**src/rtl/pwbit_pkg.sv**
```systemverilog
package pwbit_pkg;

  // Strobes from control to datapath
  typedef struct packed {
    logic clrCnt;
    logic takeSample;
    logic raiseErr;
    logic setIdle;
    logic clrIdle;
  } ctrl_t;

  // Status from datapath to control
  typedef struct packed {
    logic fallEdge;
    logic atSample;
    logic atRelease;
    logic atIdle;
    logic lineLow;
  } stat_t;

  typedef enum logic [1:0] {
    ST_HUNT  = 2'd0,
    ST_EARLY = 2'd1,
    ST_LATE  = 2'd2
  } state_t;

endpackage

```
**src/rtl/pwbit_datapath.sv**
```systemverilog
module pwbit_datapath
  import pwbit_pkg::*;
#(
  parameter int SYNC_STAGES   = 2,
  parameter int FILTER_LEN    = 4,
  parameter int SAMPLE_TICKS  = 95000,
  parameter int RELEASE_TICKS = 287500,
  parameter int IDLE_TICKS    = 468750
) (
  input  logic  clk,
  input  logic  rstN,
  input  logic  lineIn,
  input  ctrl_t ctrl,
  output stat_t stat,
  output logic  bitValid,
  output logic  bitValue,
  output logic  timingErr,
  output logic  idle
);

  localparam int CW = $clog2(IDLE_TICKS + 1);
  localparam int FW = (FILTER_LEN > 1) ? $clog2(FILTER_LEN + 1) : 1;

  // Synchronizer chain, resting high
  logic [SYNC_STAGES-1:0] syncReg;
  logic syncd;

  always_ff @(posedge clk) begin
    if (!rstN) syncReg <= '1;
    else       syncReg <= {syncReg[SYNC_STAGES-2:0], lineIn};
  end
  assign syncd = syncReg[SYNC_STAGES-1];

  // Glitch filter: accept a new level only after FILTER_LEN disagreeing cycles
  logic filtLine;
  logic prevFilt;

  generate
    if (FILTER_LEN > 1) begin : g_filter
      logic [FW-1:0] agreeCnt;
      always_ff @(posedge clk) begin
        if (!rstN) begin
          agreeCnt <= '0;
          filtLine <= 1'b1;
        end else if (syncd == filtLine) begin
          agreeCnt <= '0;
        end else if (agreeCnt == FW'(FILTER_LEN - 1)) begin
          agreeCnt <= '0;
          filtLine <= syncd;
        end else begin
          agreeCnt <= agreeCnt + 1'b1;
        end
      end
    end else begin : g_nofilter
      always_ff @(posedge clk) begin
        if (!rstN) filtLine <= 1'b1;
        else       filtLine <= syncd;
      end
    end
  endgenerate

  always_ff @(posedge clk) begin
    if (!rstN) prevFilt <= 1'b1;
    else       prevFilt <= filtLine;
  end

  // Tick counter since the last accepted start edge, saturating
  logic [CW-1:0] cellCnt;

  always_ff @(posedge clk) begin
    if (!rstN)                         cellCnt <= '0;
    else if (ctrl.clrCnt)              cellCnt <= '0;
    else if (cellCnt != CW'(IDLE_TICKS)) cellCnt <= cellCnt + 1'b1;
  end

  always_comb begin
    stat.fallEdge  = prevFilt & ~filtLine;
    stat.atSample  = (cellCnt == CW'(SAMPLE_TICKS));
    stat.atRelease = (cellCnt == CW'(RELEASE_TICKS));
    stat.atIdle    = (cellCnt == CW'(IDLE_TICKS - 1));
    stat.lineLow   = ~filtLine;
  end

  // Output registers
  always_ff @(posedge clk) begin
    if (!rstN) begin
      bitValid  <= 1'b0;
      bitValue  <= 1'b0;
      timingErr <= 1'b0;
      idle      <= 1'b1;
    end else begin
      bitValid  <= ctrl.takeSample;
      timingErr <= ctrl.raiseErr;
      if (ctrl.takeSample) bitValue <= ~filtLine;
      if (ctrl.clrIdle)      idle <= 1'b0;
      else if (ctrl.setIdle) idle <= 1'b1;
    end
  end

endmodule

```
**src/rtl/pwbit_control.sv**
```systemverilog
module pwbit_control
  import pwbit_pkg::*;
(
  input  logic  clk,
  input  logic  rstN,
  input  stat_t stat,
  output ctrl_t ctrl
);

  state_t state, nextState;

  always_ff @(posedge clk) begin
    if (!rstN) state <= ST_HUNT;
    else       state <= nextState;
  end

  always_comb begin
    nextState = state;
    ctrl      = '0;
    unique case (state)
      ST_HUNT: begin
        if (stat.fallEdge) begin
          ctrl.clrCnt  = 1'b1;
          ctrl.clrIdle = 1'b1;
          nextState    = ST_EARLY;
        end else if (stat.atIdle) begin
          ctrl.setIdle = 1'b1;
        end
      end
      ST_EARLY: begin
        if (stat.fallEdge) begin
          // edge before the sample point: malformed, restart here
          ctrl.clrCnt   = 1'b1;
          ctrl.raiseErr = 1'b1;
        end else if (stat.atSample) begin
          ctrl.takeSample = 1'b1;
          nextState       = ST_LATE;
        end else if (stat.atIdle) begin
          ctrl.setIdle = 1'b1;
          nextState    = ST_HUNT;
        end
      end
      ST_LATE: begin
        if (stat.fallEdge) begin
          ctrl.clrCnt = 1'b1;
          nextState   = ST_EARLY;
        end else if (stat.atRelease && stat.lineLow) begin
          ctrl.raiseErr = 1'b1;
          nextState     = ST_HUNT;
        end else if (stat.atIdle) begin
          ctrl.setIdle = 1'b1;
          nextState    = ST_HUNT;
        end
      end
      default: nextState = ST_HUNT;
    endcase
  end

endmodule

```
**src/rtl/pwbit_decoder.sv**
```systemverilog
module pwbit_decoder
  import pwbit_pkg::*;
#(
  parameter int CLK_HZ       = 50_000_000,
  parameter int CELL_TICKS   = (CLK_HZ / 1000) * 25 / 4,
  parameter int SAMPLE_TICKS = (CLK_HZ / 10000) * 19,
  parameter int GUARD_TICKS  = CLK_HZ / 2000,
  parameter int IDLE_TICKS   = CELL_TICKS * 3 / 2,
  parameter int FILTER_LEN   = 4
) (
  input  logic clk,
  input  logic rstN,
  input  logic lineIn,
  output logic bitValid,
  output logic bitValue,
  output logic timingErr,
  output logic idle
);

  localparam int RELEASE_TICKS = CELL_TICKS - GUARD_TICKS;

  ctrl_t ctrl;
  stat_t stat;

  pwbit_datapath #(
    .SYNC_STAGES  (2),
    .FILTER_LEN   (FILTER_LEN),
    .SAMPLE_TICKS (SAMPLE_TICKS),
    .RELEASE_TICKS(RELEASE_TICKS),
    .IDLE_TICKS   (IDLE_TICKS)
  ) u_datapath (
    .clk      (clk),
    .rstN     (rstN),
    .lineIn   (lineIn),
    .ctrl     (ctrl),
    .stat     (stat),
    .bitValid (bitValid),
    .bitValue (bitValue),
    .timingErr(timingErr),
    .idle     (idle)
  );

  pwbit_control u_control (
    .clk (clk),
    .rstN(rstN),
    .stat(stat),
    .ctrl(ctrl)
  );

endmodule

```
**config.mk**
```make
export PLATFORM = sky130hd
export DESIGN_NAME = pwbit_decoder
export DESIGN_NICKNAME = d
export VERILOG_FILES = /design/src/rtl/pwbit_pkg.sv /design/src/rtl/pwbit_datapath.sv /design/src/rtl/pwbit_control.sv /design/src/rtl/pwbit_decoder.sv
export SDC_FILE = /design/constraint.sdc
export NUM_CORES = 1
export LEC_CHECK = 0
export ABC_AREA = 1
export BUFFER_PORTS_ARGS = -buffer_cell sky130_fd_sc_hd__buf_2
export CAP_MARGIN = 20
export CORE_MARGIN = 8
export CORE_UTILIZATION = 35
export CTS_CLUSTER_SIZE = 24
export DETAILED_ROUTE_END_ITERATION = 8
export PLACE_DENSITY = 0.5
export SKIP_CTS_REPAIR_TIMING = 1
export SLEW_MARGIN = 10
export SYNTH_ARGS = -nofsm -noshare
export SYNTH_HDL_FRONTEND = slang
export SYNTH_SLANG_ARGS = --single-unit
```
**constraint.sdc**
```tcl
create_clock -name clk -period 1.67 [get_ports clk]
set_input_delay 0.334 -clock clk [delete_from_list [all_inputs] [get_ports clk]]
set_output_delay 0.334 -clock clk [all_outputs]
set_load 0.005 [all_outputs]
```
==> results of run 1 <==
[state kept, by name, indices dropped and copies added (netlist names)]
register                      count
u_datapath.prevFilt               1
u_datapath.bitValid               1
u_datapath.timingErr              1
u_datapath.bitValue               1
u_datapath.cellCnt               19
u_control.state                   2
u_datapath.idle                   1
u_datapath.syncReg                2
u_datapath.filtLine               1
u_datapath.g_filter.agreeCnt      3
[through the flow]
step | cell area (sq um) | util (%) | cells | hold slack (ns) | setup WS [ns]
after floorplan | 1730 | - | 246 | 0.3925 | 0.1624
after global placement | 1882 | 39.58 | 324 | 0.3945 | 0.08885
after detailed placement | 1882 | 39.58 | 324 | 0.4030 | 0.05534
after CTS | 1974 | 41.53 | 332 | 0.2223 | 0.03230
after global routing | 2051 | 43.13 | 333 | 0.2179 | -0.04971
final | 2051 | 43.13 | 333 | 0.2338 | 0.1327
[report_power, final]
part | switching (mW) | internal [mW] | leakage [nW] | total, mW
clock | 0.297 | 0.329 | 0.0510 | 0.626
combinational | 0.0600 | 0.0397 | 0.602 | 0.0997
sequential | 0.0148 | 0.776 | 0.262 | 0.790
total | 0.372 | 1.14 | 0.916 | 1.52
[worst reg2reg max path, delay by kind of cell, from the launching register on]
family                   cells  cell delay, ns
AO/OA/AOI/OAI                2            0.22
adder cells (fa/ha/maj)      1            0.20
buffers and inverters        3            0.20
flip-flops                   1            0.37
AND/OR/NAND/NOR              4            0.45
[path summary, 6_finish.rpt]
| kind | from | end | slack [ns] |
|---|---|---|---|
| setup / recovery | u_datapath.cellCnt[1]$_SDFFE_PP0P_ | u_datapath.cellCnt[16]$_SDFFE_PP0P_ | 0.13 |
| hold / removal | lineIn | u_datapath.syncReg[0]$_SDFF_PN1_ | 0.23 |
| hold reg to reg | u_datapath.syncReg[0]$_SDFF_PN1_ | u_datapath.syncReg[1]$_SDFF_PN1_ | 0.42 |
| setup reg to reg | u_datapath.cellCnt[1]$_SDFFE_PP0P_ | u_datapath.cellCnt[16]$_SDFFE_PP0P_ | 0.13 |
[logic make-up (layout without fill, tap and decap cells)]
group                    Yosys count  count (layout)  share of synthesized area (%)
buffers and inverters             42              62                          9.111
XOR/XNOR                           2               2                          1.012
AND/OR/NAND/NOR                  119             119                          32.68
adder cells (fa/ha/maj)           11              11                          7.954
flip-flops                        32              32                          37.02
AO/OA/AOI/OAI                     40              40                          12.22
[metal layers]
metal / vias to the layer above / share of wire [%] / GRT usage [%]
met5: - / 0 / 0
met4: 0 / 1.4 / 4.382
met3: 5 / 4.0 / 3.214
met2: 18 / 44 / 16.31
met1: 662 / 51 / 13.45
li1: 821 / - / -
[cells in the final DEF (no fill, tap or decap), types with 3 or more instances in the layout]
cell type / netlist / layout
ha_1: 11 / 9
nand2_1: 48 / 46
dfxtp_1: 32 / 25
dfxtp_2: 0 / 6
inv_2: 1 / 3
buf_2: 0 / 6
nor2_1: 36 / 29
nor3_1: 7 / 6
inv_1: 41 / 39
buf_4: 0 / 6
nand4_1: 3 / 3
clkbuf_8: 0 / 6
or2_2: 3 / 3
nor2_2: 1 / 7
nand3_1: 13 / 11
a21oi_1: 19 / 19
o21ai_0: 17 / 16
[final cells by class]
type	count	share of cell area, %
multi-input cells	172	48.26
flip-flops and latches	32	31.79
clock buffers	6	4.027
clock inverters	2	0.4881
well taps	67	4.088
repair buffers	12	3.661
inverters	42	7.688
==> results.md, run 1 <==
* Worst slew pin tran at approximately 0.31 ns
* Final Hold Violating Endpoints at 0
* Number of global-route vias before repair at ~1,400
* Critical path's top delay family: simple AND/OR/NAND/NOR gates
* TritonCTS clock tree: built
* Crit-path cells: ha_2 -> inv_1 -> nor2_2 -> nand2_1 -> inv_2 -> nand4_4 -> nor2_4 -> inv_1 -> o21ai_0 -> a21oi_1
* Slew margin rel. at between 70% and 80%
* Pwr Density at approximately 740 mW/mm^2
* Synthesized instance count at 246
* First-pass GRT wire length at roughly 6400 microns
* Layout cells sized above 1 at a little over a fifth
* Sink Count at 32
* Final setup viols at 0
* Worst path required time at 1.85 ns
* Slowest CP cell: dfxtp_2
* Setup TNS at 0 ns
* N_diodes at 0
* Final period util at between 90 and 100%
* CP max stage delay at 0.37 ns
* Post-synth ARST share at 0%
* HP Class: in2reg
* Detail Placement HPWL at between 2000 and 3000 microns
* Tmin final at around 1.5 ns
* Warnings from Yosys at 0
* Area grow syn2layout at 18.51%
* Crit Path Class: reg2reg
* Startpoint types: register
* Final wirelength at roughly 3700 microns
* Sequential area share after synthesis at between 30% and 40%
* Post-synth top cells: 48 x nand2_1, 41 x inv_1, 36 x nor2_1, 32 x dfxtp_1, 19 x a21oi_1
* Arr. time, crit path at around 1.7 ns
* Largest net degree at the start of global routing at 11
* Library cells used by synthesis at 26
* Die width at 86.32 microns
* Max rail drop VDD at 0.0003618 V
* Clock transition at path regs at approximately 0.070 ns
* Final Slew Violations at 0
* Top cells by area, synth: dfxtp_1 37%, nand2_1 10%, inv_1 8.9%
* Fillers at 519
* CTS Buffer Depth at 2
* WL per Instance at ~11 microns
* FF-to-FF path depth at 10
* Flops & latches, synth at 32
* Ports at 7
* Die area at ~0.0075 sq mm
* FP Rows at 25
* Global placement routability congestion at 0.7819
* Total CTS buffers at 5
* I/O Buffers at 6
* Via Count at about 1,500
* CP endpoint kind: register
* FF+latch area at ~650 sq um
* Synth Net Count at 260
* Area taken by multi-input logic gates at 989.7 sq um
* Nets@finish at around 280
* Initial Util at between 30 and 40%
* Most frequent cell after synthesis: nand2_1
* Core footprint at around 0.0048 sq mm
* P_leak at just over 0.9 nW
* Status: finished, final reports clean
* Post-DRT Antenna Nets at 0
* Post-synth top area cell: dfxtp_1
* DRC at 0
* Stages on worst setup path at 10
* DRT Pass-1 Iters at 4
* Post-synth top area share at roughly 37%
* Fmax at 650.5 MHz
* Clock latency at the later pin of the worst-skew pair at ~0.28 ns
* WP buf/inv at 3
* Synth Area per Inst at roughly 7 sq um
* Final Power at roughly 1.5 mW
* Die span in y at 86.32 microns
* Worst hold stages at 2
* H-tree depth at 2
* Top FF cell, synth: dfxtp_1
* Vias per cell at approximately 4.5
* GRT Overall Usage at roughly a tenth
* Post-synth EDFFs at 0
* Root Driver: clkbuf_8
* CP max FO at 6
* Crit-path most repeated cell: inv_1
* # Max-Cap Violations at 0
* Drt initial violations at 62
* Total gr overflow at 0
* Initial antenna violation count at 0
* Clock skew at 0.008011 ns
* Cell area after synthesis at 0.001730 sq mm
Power figures use the tool's default switching activity.
==> run 2: changes to the inputs <==
Settings changed: ABC_AREA 1 to not set.
==> results.md, run 2 <==
* Status: complete, but fails checks
* Violated checks: setup timing
* DRT Pass-1 Iters at 4
* I/O Buffers at 6
* Global placement routability congestion at between 0.8 and 0.9
* Final Hold Violating Endpoints at 0
* Area grow syn2layout at 36.17%
* Synth Area per Inst at between 8 and 9 sq um
* Fmax at about 530 MHz
* Root Driver: clkbuf_8
* Largest net degree at the start of global routing at 20
* Cell area after synthesis at around 0.0016 sq mm
* Top flop regs: u_datapath.cellCnt (19), u_datapath.g_filter.agreeCnt (3)
* Die area at between 0.007 and 0.008 sq mm
* Slew margin rel. at 77.28%
* WP buf/inv at 1
* N_diodes at 0
* Post-synth top area cell: dfxtp_1
* TritonCTS clock tree: built
* CP max stage delay at 0.54 ns
* Synthesized instance count at approximately 190
* Flops & latches, synth at 32
* First-pass GRT wire length at 6210 microns
* Fillers at just over 400
* Post-DRT Antenna Nets at 0
* Synth Net Count at ~200
* Max rail drop VDD at 0.0004317 V
* Top FF cell, synth: dfxtp_1
* Reg2reg end: u_datapath.idle$_SDFFE_PN1P_
* Area post-placement at between 0.0015 and 0.002 sq mm
* Final Cell Area at 0.002205 sq mm
* Crit Path Class: reg2reg
* Ports at 7
* Warnings from Yosys at 0
* Top reg by flops: u_datapath.cellCnt
* Post-synth top area share at roughly two fifths
* Startpoint types: register
* Leading cell type in the layout, fill and taps excluded: buf_4
* Hold Startpoint: lineIn
* Final wirelength at between 3000 and 4000 microns
* Reg-to-reg setup timing slack at -0.21 ns
* FF-to-FF path depth at 6
* Pwr Density at approximately 770 mW/mm^2
* Crit-path cells: or4bb_4 -> nor4_4 -> buf_4 -> nand2_4 -> a22oi_2 -> a31oi_1
* DRC at 0
* Top cells by area, synth: dfxtp_1 40%, ha_1 8.5%, nor2_1 4.9%
* FP Rows at 24
* Final setup viols at 10
* Critical path's top delay family: simple AND/OR/NAND/NOR gates
* CP endpoint kind: register
* Nets@finish at about 240
* Post-synth EDFFs at 0
* Sink Count at 32
* Arr. time, crit path at approximately 2.1 ns
* CP max FO at 4
* Initial antenna violation count at 0
* Reg2Reg Launch Point: u_datapath.cellCnt[4]$_SDFFE_PP0P_
* Final period util at 112.5%
* Worst Hold Path EP: u_datapath.syncReg[0]$_SDFF_PN1_
* Worst slew pin tran at around 0.34 ns
* RSZ-0062 raised after global routing: true
* Sequential area share after synthesis at around 40%
* Commonest non-fill, non-tap cells in the layout: 34 x buf_4, 25 x dfxtp_1, 21 x nor2_1
* Worst path required time at roughly 1.8 ns
* Die span in y at approximately 84 microns
* Core footprint at 0.004414 sq mm
* Total gr overflow at 0
* H-tree depth at 2
* Drt initial violations at 33
* # Max-Cap Violations at 0
* GRT Overall Usage at a little over a tenth
* HP Class: in2reg
* WL per Instance at about 14 microns
* Final Core Density at between 40% and 50%
* Number of global-route vias before repair at 1,386
* Clock transition at path regs at ~0.070 ns
* Via Count at approximately 1,500
* P_leak at around 0.87 nW
* Die width at ~84 microns
* Final Slew Violations at 0
* Most frequent cell after synthesis: dfxtp_1
* Initial Util at 36.68%
* Post-synth top cells: 32 x dfxtp_1, 21 x nor2_1, 15 x nand2_1, 12 x inv_1, 11 x ha_1
* PnR worst setup slack at -0.2082 ns
* Layout cells sized above 1 at 33.48%
* Total CTS buffers at 5
* Hold WS at 0.2318 ns
* Clock skew at between 0.004 and 0.005 ns
* Clock latency at the later pin of the worst-skew pair at around 0.29 ns
* Max FFs per register at 19
* Detail Placement HPWL at between 2000 and 3000 microns
* Slowest CP cell: or4bb_4
* Worst hold stages at 2
* CTS Buffer Depth at 2
* Post-synth ARST share at 0%
* Tmin final at between 1.5 and 2 ns
* Vias per cell at about 5.1
* Library cells used by synthesis at 36
[run 2: changes by cell type in the layout (fill, tap and decap cells not counted), sizes merged, moves of 5 or more]
cell / change
nand2: -34
inv: -30
buf: +29
nor2: -17
a21oi: -14
o21ai: -11
nand2b: +7
xnor2: +7
a31oi: +6
nand3: -6
or3: +5
xor2: +5
[run 2: cells by family (layout without fill, tap and decap cells)]
kind of cell	after synthesis	after routing	synth area share, %
adders and majority gates	11	11	8.501
muxes	3	3	1.855
AOI/OAI and AO/OA	25	25	8.965
xor gates and xnor gates	14	14	7.574
and+or+nand+nor	84	84	28.90
buffers and inverters	19	61	4.636
DFF	32	32	39.57
[run 2: metrics by stage]
stage | setup slack (ns) | std cells | setup TNS, ns | total power, mW
2_1_floorplan | -0.05181 | 188 | -0.1608 | 0.8387
3_3_place_gp | -0.09858 | 270 | -0.6247 | 0.8751
3_5_place_dp | -0.1312 | 270 | -0.8923 | 0.8793
4_1_cts | -0.1407 | 278 | -0.9916 | 1.712
5_1_grt | -0.2775 | 282 | -2.441 | 1.758
6_report | -0.2082 | 282 | -1.464 | 1.700
[run 2: final cells by class]
| type | instances | area [sq um] | share of cell area, % |
|---|---|---|---|
| Timing Repair Buffer | 41 | 296.5 | 13.45 |
| Sequential cell | 32 | 656.9 | 29.80 |
| Clock inverter | 1 | 30.03 | 1.362 |
| Clock buffer | 7 | 96.34 | 4.370 |
| Inverter | 12 | 45.04 | 2.043 |
| Multi-Input combinational cell | 137 | 1015 | 46.03 |
| Tap cell | 52 | 65.06 | 2.951 |
[run 2: worst max path at each step]
stage / depth (start not counted) / slack (ns) / from / to
2_1_floorplan: 5 / -0.05 / u_datapath.cellCnt[6]$_SDFFE_PP0P_ / u_datapath.cellCnt[1]$_SDFFE_PP0P_
3_3_place_gp: 5 / -0.1 / u_datapath.cellCnt[6]$_SDFFE_PP0P_ / u_datapath.cellCnt[1]$_SDFFE_PP0P_
3_5_place_dp: 5 / -0.13 / u_datapath.cellCnt[6]$_SDFFE_PP0P_ / u_datapath.cellCnt[0]$_SDFFE_PP0P_
4_1_cts: 5 / -0.14 / u_datapath.cellCnt[6]$_SDFFE_PP0P_ / u_datapath.cellCnt[1]$_SDFFE_PP0P_
5_1_grt: 6 / -0.28 / u_datapath.cellCnt[4]$_SDFFE_PP0P_ / u_datapath.idle$_SDFFE_PN1P_
6_report: 6 / -0.21 / u_datapath.cellCnt[4]$_SDFFE_PP0P_ / u_datapath.idle$_SDFFE_PN1P_
[run 2: routing by layer]
layer | track usage [%] | share of wire [%]
met3 | 2.832 | 3.7
met4 | 4.710 | 1.8
met1 | 12.11 | 45
met2 | 17.82 | 49
met5 | 0 | 0
[run 2: power breakdown]
part,total [mW],internal (mW),switching (mW)
registers,0.783,0.771,0.0117
logic,0.0834,0.0402,0.0432
clock network,0.834,0.527,0.308
total,1.70,1.34,0.363
[run 2: worst reg2reg max path: cells and delay by family, from the launching register on]
kind                   cells  cell delay (ns)
and+or+nand+nor            3             0.95
DFF                        1             0.36
AOI/OAI and AO/OA          2             0.26
buffers and inverters      1             0.19
